===== config.mk =====
export PLATFORM = sky130hd
export DESIGN_NAME = stat_accum
export DESIGN_NICKNAME = d
export VERILOG_FILES = /design/src/rtl/stat_accum.sv
export SDC_FILE = /design/constraint.sdc
export NUM_CORES = 2
export LEC_CHECK = 0
export ABC_AREA = 1
export ABC_CLOCK_PERIOD_IN_PS = 15900
export BUFFER_PORTS_ARGS = -buffer_cell sky130_fd_sc_hd__buf_2
export CAP_MARGIN = 20
export CORE_UTILIZATION = 45
export CTS_CLUSTER_SIZE = 8
export DETAILED_ROUTE_END_ITERATION = 8
export SYNTH_ARGS = -nofsm -noshare
export SYNTH_HDL_FRONTEND = slang
export SYNTH_SLANG_ARGS = --single-unit

===== constraint.sdc =====
create_clock -name clk -period 15.9 [get_ports clk]
set_input_delay 0.795 -clock clk [delete_from_list [all_inputs] [get_ports clk]]
set_output_delay 0.795 -clock clk [all_outputs]
set_load 0.005 [all_outputs]

===== src/rtl/stat_accum.sv =====
`timescale 1ns/1ps
module stat_accum #(
  parameter int CW = 64,
  parameter int NLB_W = 16,
  parameter int UW = 32,
  parameter int DU_BLOCKS = 1000,
  parameter logic [7:0] OP_WR = 8'h01,
  parameter logic [7:0] OP_RD = 8'h02,
  parameter logic [7:0] EVT_SPARE = 8'h02
) (
  input  logic             clk,
  input  logic             rst_n,
  input  logic             cmd_valid,
  output logic             cmd_ready,
  input  logic [7:0]       cmd_op,
  input  logic [NLB_W-1:0] cmd_nlb,
  input  logic [UW-1:0]    ns_used,
  input  logic [UW-1:0]    ns_size,
  input  logic [6:0]       thresh_pct,
  input  logic             warn_clr,
  input  logic [3:0]       rd_sel,
  output logic [CW-1:0]    rd_data,
  output logic             evt_pulse,
  output logic [7:0]       evt_code
);
  localparam int ACC_W = $clog2(DU_BLOCKS + (1 << NLB_W));
  localparam int PW = UW + 8;
  localparam logic [ACC_W-1:0] UNIT = ACC_W'(DU_BLOCKS);

  logic busy, dir_wr, warned, evt_q;
  logic [ACC_W-1:0] acc_wr, acc_rd;
  logic [CW-1:0] wc_lo, wc_hi, rc_lo, rc_hi, wu_lo, wu_hi, ru_lo, ru_hi;
  logic [UW-1:0] used_q;

  wire take  = cmd_valid && !busy;
  wire is_wr = cmd_op == OP_WR;
  wire is_rd = cmd_op == OP_RD;
  wire [ACC_W-1:0] blk_add = ACC_W'(cmd_nlb) + ACC_W'(1);
  wire [ACC_W-1:0] acc_cur = dir_wr ? acc_wr : acc_rd;
  wire unit_due = acc_cur >= UNIT;

  wire [PW-1:0] used_x = PW'(ns_used) * PW'(100);
  wire [PW-1:0] size_x = PW'(ns_size) * PW'(8'd101 - {1'b0, thresh_pct});
  wire spare_low = used_x >= size_x;
  wire fire = take && is_wr && (ns_used != used_q) && !warned && spare_low;

  wire [CW-1:0] wc_nx = wc_lo + CW'(1);
  wire [CW-1:0] rc_nx = rc_lo + CW'(1);
  wire [CW-1:0] wu_nx = wu_lo + CW'(1);
  wire [CW-1:0] ru_nx = ru_lo + CW'(1);

  assign cmd_ready = !busy;
  assign evt_pulse = evt_q;
  assign evt_code  = evt_q ? EVT_SPARE : 8'h00;

  always_ff @(posedge clk) begin
    if (!rst_n) begin
      busy <= 1'b0; dir_wr <= 1'b0; warned <= 1'b0; evt_q <= 1'b0;
      acc_wr <= '0; acc_rd <= '0; used_q <= '0;
      wc_lo <= '0; wc_hi <= '0; rc_lo <= '0; rc_hi <= '0;
      wu_lo <= '0; wu_hi <= '0; ru_lo <= '0; ru_hi <= '0;
    end else begin
      evt_q <= fire;
      if (fire) warned <= 1'b1;
      else if (warn_clr) warned <= 1'b0;

      if (take && is_wr) begin
        used_q <= ns_used;
        wc_lo <= wc_nx;
        if (wc_nx < wc_lo) wc_hi <= wc_hi + CW'(1);
        acc_wr <= acc_wr + blk_add;
        dir_wr <= 1'b1;
        busy <= 1'b1;
      end else if (take && is_rd) begin
        rc_lo <= rc_nx;
        if (rc_nx < rc_lo) rc_hi <= rc_hi + CW'(1);
        acc_rd <= acc_rd + blk_add;
        dir_wr <= 1'b0;
        busy <= 1'b1;
      end

      if (busy) begin
        if (!unit_due) busy <= 1'b0;
        else if (dir_wr) begin
          acc_wr <= acc_wr - UNIT;
          wu_lo <= wu_nx;
          if (wu_nx < wu_lo) wu_hi <= wu_hi + CW'(1);
        end else begin
          acc_rd <= acc_rd - UNIT;
          ru_lo <= ru_nx;
          if (ru_nx < ru_lo) ru_hi <= ru_hi + CW'(1);
        end
      end
    end
  end

  always_comb begin
    case (rd_sel)
      4'd0: rd_data = wc_lo;
      4'd1: rd_data = wc_hi;
      4'd2: rd_data = rc_lo;
      4'd3: rd_data = rc_hi;
      4'd4: rd_data = wu_lo;
      4'd5: rd_data = wu_hi;
      4'd6: rd_data = ru_lo;
      4'd7: rd_data = ru_hi;
      default: rd_data = '0;
    endcase
  end

  p_res_bounded_r4: assert property (@(posedge clk) disable iff (!rst_n)
    !busy |-> (acc_wr < UNIT) && (acc_rd < UNIT));
  p_other_op_r1: assert property (@(posedge clk) disable iff (!rst_n)
    take && !is_wr && !is_rd |=> $stable(wc_lo) && $stable(rc_lo) &&
      $stable(wu_lo) && $stable(ru_lo) && $stable(acc_wr) && $stable(acc_rd) && !busy);
  p_cmd_step_r2: assert property (@(posedge clk) disable iff (!rst_n)
    take && is_wr |=> wc_lo == $past(wc_lo) + CW'(1));
  p_cmd_carry_r2: assert property (@(posedge clk) disable iff (!rst_n)
    !$stable(wc_hi) |-> wc_lo == '0);
  p_du_carry_r5: assert property (@(posedge clk) disable iff (!rst_n)
    !$stable(wu_hi) || !$stable(ru_hi) |-> (wu_lo == '0) || (ru_lo == '0));
  p_evt_single_r7: assert property (@(posedge clk) disable iff (!rst_n)
    evt_q |=> !evt_q);
  p_evt_flag_r6: assert property (@(posedge clk) disable iff (!rst_n)
    evt_q |-> warned);
  p_hold_busy_r10: assert property (@(posedge clk) disable iff (!rst_n)
    cmd_valid && !cmd_ready |=> $stable(wc_lo) && $stable(rc_lo) && $stable(used_q));
endmodule


== Word-level counts from Yosys, hierarchy flattened ==
Index checks and enable logic that the tools add are counted.

* Multipliers: 2
* Muxes and demuxes: 20
* Div/mod/pow operators: 0
* Shift operators: 0
* Order comparisons: 6
* Reduce and logical (&&, ||, !) cells: 18
* Eq/ne operators: 10
* Add/sub/neg operators: 14
* Bitwise gates (word level): 2

{| class="wikitable"
|+ Operator list
! operator !! count
|-
| 64-bit by 1-bit adder with 64-bit output (second input constant) || 8
|-
| 64-bit one-hot mux with 8 select lines || 1
|-
| 64-bit < comparator || 4
|-
| 17-bit two-way mux || 10
|-
| 39-bit by 40-bit greater-or-equal comparator with 1-bit output || 1
|-
| 33-bit by 8-bit multiplier with 40-bit output || 1
|-
| 32-bit by 5-bit multiplier with 37-bit output (second input constant) || 1
|-
| 17-bit adder || 2
|-
| 17-bit by 10-bit subtractor with 17-bit output (second input constant) || 2
|-
| 32-bit inequality test || 1
|-
| 16-bit by 1-bit adder with 17-bit output (second input constant) || 1
|-
| 17-bit by 10-bit greater-or-equal comparator with 1-bit output (second input constant) || 1
|-
| 4-bit by 3-bit equality test with 1-bit output (second input constant) || 4
|-
| 3-bit AND reduction || 3
|-
| 4-bit by 2-bit equality test with 1-bit output (second input constant) || 2
|-
| 8-bit by 1-bit equality test with 1-bit output (second input constant) || 1
|-
| 8-bit by 2-bit equality test with 1-bit output (second input constant) || 1
|-
| 1-bit two-way mux || 8
|-
| 4-bit AND reduction || 2
|-
| 7-bit by 7-bit subtractor with 8-bit output (first input constant) || 1
|-
| 1-bit logical AND || 6
|-
| 4-bit by 1-bit equality test with 1-bit output (second input constant) || 1
|-
| 4-bit zero test || 1
|-
| 2-bit AND reduction || 2
|-
| 4 further kinds || 7
|}

* Output and inout bits: 74
* Word-level logic and storage cells: 87
* Memories kept: 0
* Memory bits (writable): 0
* Input bits: 103
* Bits in latches: 0
* Memory bits (read-only): 0
* Register bits: 582

== Depth between registers and ports, before layout ==
* Depth after elaboration: 8
* Gate-level depth with buffers: 43
* Mapped depth without buffers: 42

== Least setup slack after synthesis ==
OpenSTA, ideal clock, no wires.

* Path kind: input to register
* Start point: in thresh_pct[1]
* End point: reg warned
* Cell stages on the path: 39
* Buffers on the path: 1
* Setup time: 0.115 ns
* Arrival time: 7.431 ns
* Setup slack: 8.354 ns
* Required time: 15.785 ns
* Cell sequence: ha_1 nor2_1 inv_1 nor2_1 nor3_1 clkinv_1 clkbuf_1 nor2_1 fa_1 fa_1 fa_1 inv_1 fa_1 inv_1 ha_1 a21oi_1 o21ai_0 o21bai_1 [... 3 more ...] nand2_1 a21boi_0 xor2_1 ha_1 a21oi_1 o21ai_0 a21o_1 a21oi_1 o21a_1 nand2_1 nand2_1 nand2_1 nand2_1 nand2_1 nand2_1 nand2_1 nand3_1 nand2_1

* Word-level cells in the longest chain between the ends: 5
* Elaborated cells between the ends (all ways): 6
* Those cells by class: add/sub: 1; mul: 1; order compare: 1; mux: 1; reduce/logical: 2

{| class="wikitable"
|+ RTL lines
! element !! line !! RTL
|-
| from (decl) || 19 || <nowiki>input logic [6:0] thresh_pct,</nowiki>
|-
| 7-bit by 7-bit subtractor with 8-bit output * || 43 || <nowiki>wire [PW-1:0] size_x = PW'(ns_size) * PW'(8'd101 - {1'b0, thresh_pct});</nowiki>
|-
| 33-bit by 8-bit multiplier with 40-bit output * || 43 ||
|-
| 39-bit by 40-bit greater-or-equal comparator with 1-bit output * || 44 || <nowiki>wire spare_low = used_x >= size_x;</nowiki>
|-
| 1-bit logical AND * || 45 || <nowiki>wire fire = take && is_wr && (ns_used != used_q) && !warned && spare_low;</nowiki>
|-
| 1-bit two-way mux / 2-bit nonzero test (equally long branches) || -- ||
|-
| to (signal assigned) || 58 || <nowiki>busy <= 1'b0; dir_wr <= 1'b0; warned <= 1'b0; evt_q <= 1'b0;</nowiki>
|-
| to (signal assigned) || 64 || <nowiki>if (fire) warned <= 1'b1;</nowiki>
|-
| to (signal assigned) || 65 || <nowiki>else if (warn_clr) warned <= 1'b0;</nowiki>
|-
| to (decl) || 30 || <nowiki>logic busy, dir_wr, warned, evt_q;</nowiki>
|}

Mark *: on every way between the ends. The rest lies on a longest branch, timed or not.
A chain may end at the register's enable or synchronous reset.

== Final worst setup path ==
Same ends and word-level chain as after synthesis.

==> metrics.csv <==
stage,metric,value,unit
run_status,status,"complete, no violations",
global_route,grt_max_degree,152,
placement,dp.cells,10430,
synthesis,synth_common_cells,"nand2_1, inv_1, nor2_1",
worst_setup_path,worstPathRequired,16450,ps
synthesis,syn_area,0.05753,mm²
pwr,powerDensity,94.85,mW/mm²
final_layout,nNetsFinal,9580,
final_layout,fin_cells,10550,
synthesis,synth_top_area_cell,dfxtp_1,
clock_tree,cts_setup_buffers,0,
sta,finalClockSkew,36.12,ps
worst_setup_path,end_kind,flop,
clock_tree,clk_pin_slew,50,ps
floorplan,die_h,359.5,µm
pwr,p_leak,25.36,nW
sta,final_max_slew_viol_count,0,
sta,fmax,118.3,MHz
sta,relSlewSlack,0.1156,
synthesis,yosys_most_used_dff,dfxtp_1,
floorplan,core,0.1262,mm²
final_layout,synthToLayoutAreaGrowth,7.795,%
worst_setup_path,crit_type,in -> reg,
synthesis,ys_seq_area_frac,0.2025,
synthesis,synth-edff-count,0,
floorplan,die_area,0.1293,mm²
synthesis,async_reset_ff_frac,0,
sta,hold_viol,0,
placement,gp_congestion,1.096,
floorplan,rows,130,
global_route,grt_pass1_wl,381900,µm
clock_tree,cts_resized,0,
floorplan,pin_count,177,
synthesis,synth.area.top_cells,"dfxtp_1, nand2_1, inv_1",
synthesis,yosysTopAreaCellShare,0.2025,
global_route,grt_overflow,0,
route,vias_per_cell,5.877,
worst_setup_path,critPathTopFamily,adder cells,
sta,rsz0062_at_grt,no,
route,initialDrtViolationCount,6472,
sta,period_share,0.5318,
worst_setup_path,cp_num_buf_inv,7,
synthesis,ys_types,62,
route,wl_per_cell,24.56,µm
clock_tree,cts_hold_buf,0,
sta,tightest_slew,1327,ps
clock_tree,cts_tree,yes,
route,ant_nets,0,
global_route,antenna_found_initial,13,
pwr,total_power,5.882,mW
synthesis,ys_ff_latch,582,
synthesis,ys_warn_count,0,
global_route,grt_use_total,0.3913,
worst_setup_path,critical_path_arrival,9010,ps
job,max_cap_viol_count,0,
clock_tree,clk_latency,700,ps
clock_tree,cts_max_level,3,
pwr,vdd_drop_max,0.1431,mV
synthesis,synth.avg_cell_area,6.502,µm²
worst_setup_path,crit_slowest_cell,clkinv_1,
global_route,grt_pass1_vias,59040,
final_layout,fill_cells,13280,
sta,tns,0,ps
synthesis,yosys.cell_count.top_type,nand2_1,
floorplan,die_x,359.5,µm
sta,final.min_clock_period,8456,ps
synthesis,syn_inst,8848,
route,wl,259100,µm
sta,setup_viol_count_final,0,
worst_setup_path,crit_path_start_kind,input port,
clock_tree,numCtsBuffers,86,
placement,post-dp-hpwl,207000,µm
clock_tree,cts-root-buf,clkbuf_16,
route,drc,0,
worst_setup_path,worstPathMaxFanout,34,
clock_tree,clockBufferDepth,3,
worst_setup_path,critPathMostFrequentCell,nand2_1,
min_path,hold_class,in -> reg,
route,drt_first_pass_iters,6,
final_layout,drive_gt1_frac,0.04992,
clock_tree,clock_sinks,582,
floorplan,start_util,0.4558,
route,vias,61990,
placement,io_buffers,169,
worst_setup_path,max_stage_delay,690,ps
where the power goes:
part	total (mW)	internal (mW)	switching, mW
clock	1.76	1.01	0.750
combinational	2.66	1.03	1.63
sequential	1.46	1.46	0.00108
total	5.88	3.50	2.38
final cells by class:
type / count / area, µm² / share of cell area
multi-input cells: 6591 / 39380 / 0.6351
flip-flops and latches: 582 / 11650 / 0.1879
inverters: 1380 / 5187 / 0.08365
clock buffers: 105 / 2316 / 0.03735
well taps: 1650 / 2064 / 0.03329
repair buffers: 230 / 1335 / 0.02153
clock inverters: 6 / 63.81 / 0.001029
diodes: 5 / 12.51 / 0.0002018
state kept, by name (all words and copies together) (netlist names), 32 cells and up:
name,cells
wu_hi,64
wu_lo,64
rc_hi,64
wc_lo,64
ru_hi,64
rc_lo,64
used_q,32
ru_lo,64
wc_hi,64
routing by layer:
| layer | wire (µm) | up-vias | GRT usage |
|---|---|---|---|
| met5 | 39 | - | 0 |
| met4 | 18330 | 6 | 0.2360 |
| met3 | 20610 | 603 | 0.06519 |
| met2 | 115300 | 2763 | 0.6251 |
| met1 | 104900 | 29490 | 0.4940 |
| li1 | - | 29130 | - |
kinds of logic (layout without fill, tap and decap cells):
logic type / Yosys count / after routing / share of synthesized area
other: 1 / 12 / 0.00006519
XOR/XNOR: 506 / 506 / 0.07704
adder cells (fa/ha/maj): 606 / 606 / 0.1592
buffers and inverters: 1681 / 1721 / 0.1141
AND/OR/NAND/NOR: 3972 / 3972 / 0.3010
AO/OA/AOI/OAI: 1500 / 1500 / 0.1460
flip-flops: 582 / 582 / 0.2025
placed cells by master, fill, tap and decap left out, drive strengths merged, types with 22 or more instances in the layout:
cell and n:
nand2 1804, inv 1371, nor2 1022, a21oi 738, dfxtp 582, o21ai 429, ha 396, xor2 384
nand4 365, nand3 320, nor3 306, buf 229, fa 210, xnor2 122, a221oi 108, clkbuf 106
o22ai 98, nor4 94, a31oi 25, nand3b 22
worst register-to-register path, delay by kind of cell (launching register included):
kind	cells	cell delay, ps
AND/OR/NAND/NOR	19	4560
buffers and inverters	5	790
adder cells (fa/ha/maj)	2	470
flip-flops	1	400
AO/OA/AOI/OAI	1	160
XOR/XNOR	1	130
stage by stage:
step,hold WS [ps],instance area [µm²],utilization,worst slack [ps]
CTS,399.4,61990,0.4911,7416
finish,435.4,62010,0.4913,7444
global placement,448.1,59610,0.4723,6876
floorplan,439.0,57550,-,8354
detailed placement,455.6,59610,0.4723,6715
global route,430.4,62000,0.4912,6754
worst paths after layout:
path | startpoint | endpoint | slack (ps) | cells after the start
max reg2reg | ru_lo[0] | ru_hi[63] | 9280 | 28
min reg2reg | ru_hi[27] | ru_hi[27] | 460 | 2
min | ns_used[4] | used_q[4] | 440 | 3
max | thresh_pct[1] | warned | 7440 | 41
No activity file was read; power rests on OpenSTA's default activity.
